==> src/rtl/uart_rx_8x.sv <==
module uart_rx_8x #(
  parameter int OSR = 8
) (
  input  logic       clk,
  input  logic       rst_n,
  input  logic       tick,
  input  logic [1:0] width_sel,
  input  logic [2:0] parity_sel,
  input  logic       two_stop,
  input  logic       loop_en,
  input  logic       rx_pin,
  input  logic       tx_loop,
  input  logic       fifo_full,
  output logic       push,
  output logic [7:0] push_data,
  output logic       push_err,
  output logic       overrun
);
  localparam int CW = $clog2(OSR);
  localparam logic [CW-1:0] LAST = CW'(OSR - 1);
  localparam logic [CW-1:0] MID  = CW'(OSR / 2 - 1);

  typedef enum logic [2:0] {S_IDLE, S_START, S_DATA, S_PAR, S_STOP} st_t;

  st_t           st;
  logic [CW-1:0] cnt;
  logic [2:0]    bitn;
  logic [7:0]    shreg;
  logic [1:0]    sync;
  logic          perr, ferr, stop2;
  logic          rx, par_bit, fe_now;
  logic [2:0]    last_bit;

  assign rx       = sync[1];
  assign last_bit = {1'b0, width_sel} + 3'd4;
  assign par_bit  = parity_sel[1] ? (parity_sel[0] ? 1'b0 : ^shreg)
                                  : (parity_sel[0] ? 1'b1 : ~^shreg);
  assign fe_now   = ferr | ~rx;

  always_ff @(posedge clk or negedge rst_n) begin
    if (!rst_n) begin
      sync <= 2'b11;
    end else begin
      sync <= {sync[0], loop_en ? tx_loop : rx_pin};
    end
  end

  always_ff @(posedge clk or negedge rst_n) begin
    if (!rst_n) begin
      st        <= S_IDLE;
      cnt       <= '0;
      bitn      <= '0;
      shreg     <= '0;
      perr      <= 1'b0;
      ferr      <= 1'b0;
      stop2     <= 1'b0;
      push      <= 1'b0;
      push_data <= '0;
      push_err  <= 1'b0;
      overrun   <= 1'b0;
    end else begin
      push    <= 1'b0;
      overrun <= 1'b0;
      if (tick) begin
        case (st)
          S_IDLE: begin
            if (!rx) begin
              st  <= S_START;
              cnt <= '0;
            end
          end
          S_START: begin
            if (cnt == MID) begin
              cnt <= '0;
              if (rx) begin
                st <= S_IDLE;
              end else begin
                st    <= S_DATA;
                bitn  <= '0;
                shreg <= '0;
                perr  <= 1'b0;
                ferr  <= 1'b0;
                stop2 <= 1'b0;
              end
            end else begin
              cnt <= cnt + 1'b1;
            end
          end
          S_DATA: begin
            if (cnt == LAST) begin
              cnt         <= '0;
              shreg[bitn] <= rx;
              if (bitn == last_bit) st <= parity_sel[2] ? S_PAR : S_STOP;
              else bitn <= bitn + 3'd1;
            end else begin
              cnt <= cnt + 1'b1;
            end
          end
          S_PAR: begin
            if (cnt == LAST) begin
              cnt  <= '0;
              perr <= (rx != par_bit);
              st   <= S_STOP;
            end else begin
              cnt <= cnt + 1'b1;
            end
          end
          S_STOP: begin
            if (cnt == LAST) begin
              cnt <= '0;
              if (two_stop && !stop2) begin
                stop2 <= 1'b1;
                ferr  <= fe_now;
              end else begin
                st <= S_IDLE;
                if (fifo_full) begin
                  overrun <= 1'b1;
                end else begin
                  push      <= 1'b1;
                  push_data <= shreg;
                  push_err  <= perr | fe_now;
                end
              end
            end else begin
              cnt <= cnt + 1'b1;
            end
          end
          default: st <= S_IDLE;
        endcase
      end
    end
  end
endmodule

==> config.mk <==
export PLATFORM = sky130hd
export DESIGN_NAME = uart_rx_8x
export DESIGN_NICKNAME = d
export VERILOG_FILES = /design/src/rtl/uart_rx_8x.sv
export SDC_FILE = /design/constraint.sdc
export NUM_CORES = 1
export LEC_CHECK = 0
export BUFFER_PORTS_ARGS = -buffer_cell sky130_fd_sc_hd__buf_2
export CORE_UTILIZATION = 60
export DETAILED_ROUTE_END_ITERATION = 12
export PLACE_DENSITY = 0.82
export SLEW_MARGIN = 15
export SYNTH_ARGS = -nofsm -noshare
export SYNTH_HDL_FRONTEND = slang
export SYNTH_SLANG_ARGS = --single-unit
==> constraint.sdc <==
create_clock -name clk -period 3.3 [get_ports clk]
set_input_delay 0.33 -clock clk [delete_from_list [all_inputs] [get_ports clk]]
set_output_delay 0.33 -clock clk [all_outputs]
set_load 0.02 [all_outputs]
=== After elaboration in Yosys (flattened, before gate mapping) ===
Cells that the tools add are included.

* Register bits: 33
* Bits of input ports: 13
* Output and inout port bits: 11
* Logic and storage cells: 107

* Add/sub/neg operators: 3
* Magnitude comparators: 2
* Equal/unequal tests: 18
* Multiplexer cells: 49
* Bitwise logic cells: 5
* Reduce and logical (&&, ||, !) cells: 18

{| class="wikitable"
|+ Operators with widths
! operator !! count
|-
| two-way mux 3 bit || 14
|-
| two-way mux 8 bit || 3
|-
| two-way mux 1 bit || 22
|-
| != test 2 bit, second input constant || 10
|-
| one-hot mux 8 bit (2 select lines) || 1
|-
| one-hot mux 3 bit (5 select lines) || 1
|-
| AND reduction 5 bit || 3
|-
| AND reduction 6 bit || 2
|-
| equality test 3 x 2 -> 1 bit, second input constant || 3
|-
| one-hot mux 3 bit (3 select lines) || 1
|-
| bitwise mux 8 bit || 1
|-
| AND reduction 8 bit || 1
|-
| XNOR reduction 8 bit || 1
|-
| XOR reduction 8 bit || 1
|-
| adder 3 x 1 -> 3 bit, second input constant || 2
|-
| equality test 3 bit, second input constant || 2
|-
| one-hot mux 1 bit (2 select lines) || 3
|-
| one-hot mux 3 bit (2 select lines) || 1
|-
| nonzero test 2 bit || 3
|-
| less-than comparator 3 x 4 -> 1 bit, second input constant || 1
|-
| adder 2 x 3 -> 3 bit, second input constant || 1
|-
| demux 1 bit (select 3 bit) || 1
|-
| equality test 3 x 1 -> 1 bit, second input constant || 1
|-
| equality test 3 bit || 1
|-
| 11 further kinds || 15
|}

=== Longest topological paths before layout ===
* Depth after elaboration: 7
* Gate-level depth with buffers: 7
* Depth with buffers taken out: 7

=== Worst setup path before layout ===
Ideal clock, no wire load.

* Path kind: register to register
* Start point: register cnt[0]
* End point: register st[2]
* Library setup time: 125 ps
* Arrival time: 1835 ps
* Slack: 1340 ps
* Stages on the path, launching flop included: 8
* Buffers on the path: 0
* Period minus slack after synthesis: 1960 ps
* Cell sequence: dfrtp_1 > ha_1 > ha_1 > nor3b_1 > o21bai_4 > nand2_1 > a2111o_1 > mux2_4

* Word-level cells in the longest chain between the ends: 3
* Elaborated cells on any way between the ends: 7

{| class="wikitable"
|+ Ends and longest elaborated chain
! item !! RTL line !! RTL
|-
| start: declaration || 26 || <nowiki>logic [CW-1:0] cnt;</nowiki>
|-
| start signal: assignment || 86 || <nowiki>cnt <= cnt + 1'b1;</nowiki>
|-
| start signal: assignment || 96 || <nowiki>cnt <= cnt + 1'b1;</nowiki>
|-
| start signal: assignment || 105 || <nowiki>cnt <= cnt + 1'b1;</nowiki>
|-
| equality test 3 bit / equality test 3 x 2 -> 1 bit (equally long branches) || n/a ||
|-
| != test 2 bit (no line) || n/a ||
|-
| AND reduction 8 bit (no line) (*) || n/a ||
|-
| end signal: assignment || 93 || <nowiki>if (bitn == last_bit) st <= parity_sel[2] ? S_PAR : S_STOP;</nowiki>
|-
| end: declaration || 25 || <nowiki>st_t st;</nowiki>
|}

Mark *: on every way between the ends. The rest lies on a longest branch, timed or not.
A chain may end at the register's enable or synchronous reset.

=== Final worst setup path ===
Same ends and word-level chain as after synthesis.

==> impl_metrics.csv <==
group,metric,value,unit
detailed_routing,wire_per_inst,15.4,um
sta,final.setup.tns,0,ps
min_path,hold_class,"in2async",
synthesis,synth-async-reset-ratio,100,%
outcome,failed_checks,"design-rule violations",
floorplan,boundaryPins,24,
setup_path,path_class,"reg2reg",
detailed_routing,ant_nets,0,
setup_path,path_cells,"ha_1, ha_1, nor3b_1, o21bai_4, nand2_1, a2111o_1, mux2_4",
detailed_routing,drc_errors,2,
synthesis,syn_area,1830,sq um
sta,worstMarginPinSlew,724,ps
power_and_ir_drop,netSwitchingPower,0.511,mW
power_and_ir_drop,irDropWorstVdd,375,uV
synthesis,syn_inst,181,
power_and_ir_drop,switching_share,37.8,%
synthesis,syn_avg_cell_area,10.1,sq um
detailed_routing,vias,1421,
setup_path,critPathBufInv,0,
floorplan,die_y,57.2,um
global_route,grt_max_degree,34,
final_layout,antennaDiodeCount,0,
setup_path,end_kind,"flip-flop",
sta,setup_ws,1170,ps
synthesis,synth_xor_xnor_area_share,4.80,%
synthesis,syn_nets,200,
synthesis,yosys.area_share.simple,14.4,%
floorplan,fp.dieW,57.2,um
floorplan,core,2830,sq um
synthesis,yosysWarnings,0,
power_and_ir_drop,p_int,0.840,mW
synthesis,synth_mux_area_share,8.70,%
power_and_ir_drop,power_frac_comb,34.3,%
detailed_routing,dr.pass1.iters,8,
clocking,numCtsBuffers,5,
sta,setup_viol,0,
setup_path,r2r_end,"st[2]",
detailed_routing,highest_layer,"met4",
synthesis,seq_area_frac_synth,45.4,%
setup_path,cp_common_cell,"ha_1",
sta,rsz0062_at_grt,"false",
power_and_ir_drop,power.leakage,0.989,nW
setup_path,crit_start,"cnt[0]",
floorplan,start_util,64.5,%
final_layout,final_nets,220,
setup_path,critPathMaxFanout,4,
synthesis,synth_adder_area_share,4.11,%
synthesis,synth-compound-area-share,17.9,%
power_and_ir_drop,pwr-share-seq,42.4,%
power_and_ir_drop,powerDensity,670,nW/um^2
sta,fin_crit_sh,64.6,%
detailed_routing,wl_met1,1.67,mm
sta,period_minus_slack,2130,ps
sta,max_freq,469,MHz
final_layout,layout_commonest_cell,"dfrtp_1",
sta,slew_viol_final,0,
synthesis,ys.flop_type,"dfrtp_1",
setup_path,worstRegToRegCells,7,
global_route,grt_remaining_overflow,0,
final_layout,fill_cells,215,
clocking,htree_num_levels,2,
detailed_routing,vias_per_cell,6.10,
setup_path,required,3550,ps
global_route,grt_pass1_vias,1406,
clocking,clk_latency,350,ps
final_layout,syn2layout_area_growth,10.3,%
setup_path,cp-start-kind,"flip-flop",
synthesis,ys_seq_elements,33,
job,drv_cap,0,
final_layout,drive_gt1_share,23.3,%
detailed_routing,drtIter0Drc,85,
clocking,clock-sinks,33,
detailed_routing,dr_wl_met3,175,um
placed_design,port_buffers,23,
global_route,antenna_found_initial,0,
synthesis,synth_top_family_by_area,"compound AO/OA/AOI/OAI gates",
placed_design,preCtsSetupSlack,1210,ps
sta,finalClockSkew,10.4,ps
clocking,cts_buffer_depth,2,
clocking,root_buffer,"clkbuf_4",
setup_path,r2r-start,"cnt[0]",
detailed_routing,wl_met2,1.63,mm
power_and_ir_drop,pwr-share-clk,23.3,%
clocking,clkTransAtPathRegs,110,ps
sta,final_hold_viol_count,0,
setup_path,arrival,2380,ps
setup_path,critPathMaxStageDelay,420,ps
floorplan,rows,19,
setup_path,rrSetupSlack,1170,ps
setup_path,slowest_stage,"nor3b_1",
final_layout,layout_common_cells,"31 x dfrtp_1, 23 x buf_2, 21 x o21ai_0, 16 x nor2_1, 10 x inv_1",
placed_design,dpl.hpwl,2.63,mm
clocking,tritoncts,"built",
clocking,cts_setup_buffers,0,
synthesis,synthDistinctLibCells,46,
outcome,outcome,"complete, but fails checks",
floorplan,fp.dieArea,3270,sq um
clocking,cts_resized,0,
sta,maxSlewHeadroom,51.7,%
setup_path,cp_top_family,"simple AND/OR/NAND/NOR gates",
global_route,grt_usage,25.4,%
clocking,cts_hold_buf,0,
detailed_routing,routed_wl,3.59,mm
global_route,grt_pass1_wl,6.21,mm
placed_design,place_congestion,0.866,
synthesis,synth-edff-count,0,
[sequential cells by signal, summed over array words and instances, names as in the netlist]
register   count
bitn           3
cnt            3
ferr           1
overrun        1
perr           1
push           1
push_data      8
push_err       1
shreg          8
st             3
stop2          1
sync           2
[power by group through the flow]
stage / Sequential [mW] / Combinational (mW) / Clock [mW]
floorplan: 0.517 / 0.430 / 0
global placement: 0.578 / 0.442 / 0
detailed placement: 0.581 / 0.456 / 0
CTS: 0.572 / 0.458 / 0.320
global route: 0.588 / 0.516 / 0.335
finish: 0.573 / 0.463 / 0.314
[cells in the mapped netlist, drive strengths merged, types with 2 or more instances]
library cell / n / area [sq um]
dfrtp: 31 / 776
o21ai: 21 / 105
nor2: 16 / 60.1
mux2: 12 / 139
inv: 10 / 37.5
nand2: 9 / 33.8
a31oi: 7 / 43.8
xnor2: 7 / 61.3
ha: 6 / 75.1
a21oi: 5 / 25.0
buf: 5 / 30.0
clkbuf: 5 / 18.8
nor3: 5 / 25.0
nand2b: 4 / 25.0
nor2b: 3 / 18.8
nor3b: 3 / 33.8
xor2: 3 / 26.3
dfstp: 2 / 52.6
mux2i: 2 / 20.0
nor4b: 2 / 23.8
o211ai: 2 / 15.0
o31ai: 2 / 15.0
or3: 2 / 12.5
[per-layer routing]
metal  GRT usage (%)  vias up
met5               0        -
met4            16.7        0
met3            6.35       14
met2            38.0       52
met1            32.9      672
li1                -      683
[cells by family after synthesis]
group / count (synthesis)
mux: 14
fa+ha+maj: 6
compound gates: 50
buf+inv: 20
simple gates: 48
xor+xnor: 10
flops: 33
[area by class of cell]
cell class | count | area (sq um) | share of cell area, %
Multi-Input combinational cell | 128 | 911 | 45.2
Clock buffer | 5 | 37.5 | 1.86
Inverter | 10 | 37.5 | 1.86
Clock inverter | 3 | 46.3 | 2.30
Tap cell | 31 | 38.8 | 1.93
Timing Repair Buffer | 23 | 115 | 5.71
Sequential cell | 33 | 828 | 41.1
[metrics by stage]
step | util, % | hold slack [ps] | instance area (sq um) | cells | total power, mW
global placement | 68.2 | 346 | 1930 | 225 | 1.02
CTS | 71.2 | 34.2 | 2010 | 233 | 1.35
global route | 71.2 | 78.8 | 2010 | 233 | 1.44
finish | 71.2 | 20.0 | 2010 | 233 | 1.35
floorplan | - | 34.4 | 1830 | 181 | 0.947
detailed placement | 68.2 | 352 | 1930 | 225 | 1.04
[worst max-delay path by stage]
| stage | endpoint | depth (start not counted) |
|---|---|---|
| final | st[2] | 7 |
| after global routing | bitn[2] | 5 |
| after CTS | st[2] | 7 |
| after detailed placement | st[2] | 7 |
| after global placement | st[2] | 4 |
| after floorplan | st[2] | 7 |
No activity file was read; power rests on OpenSTA's default activity.
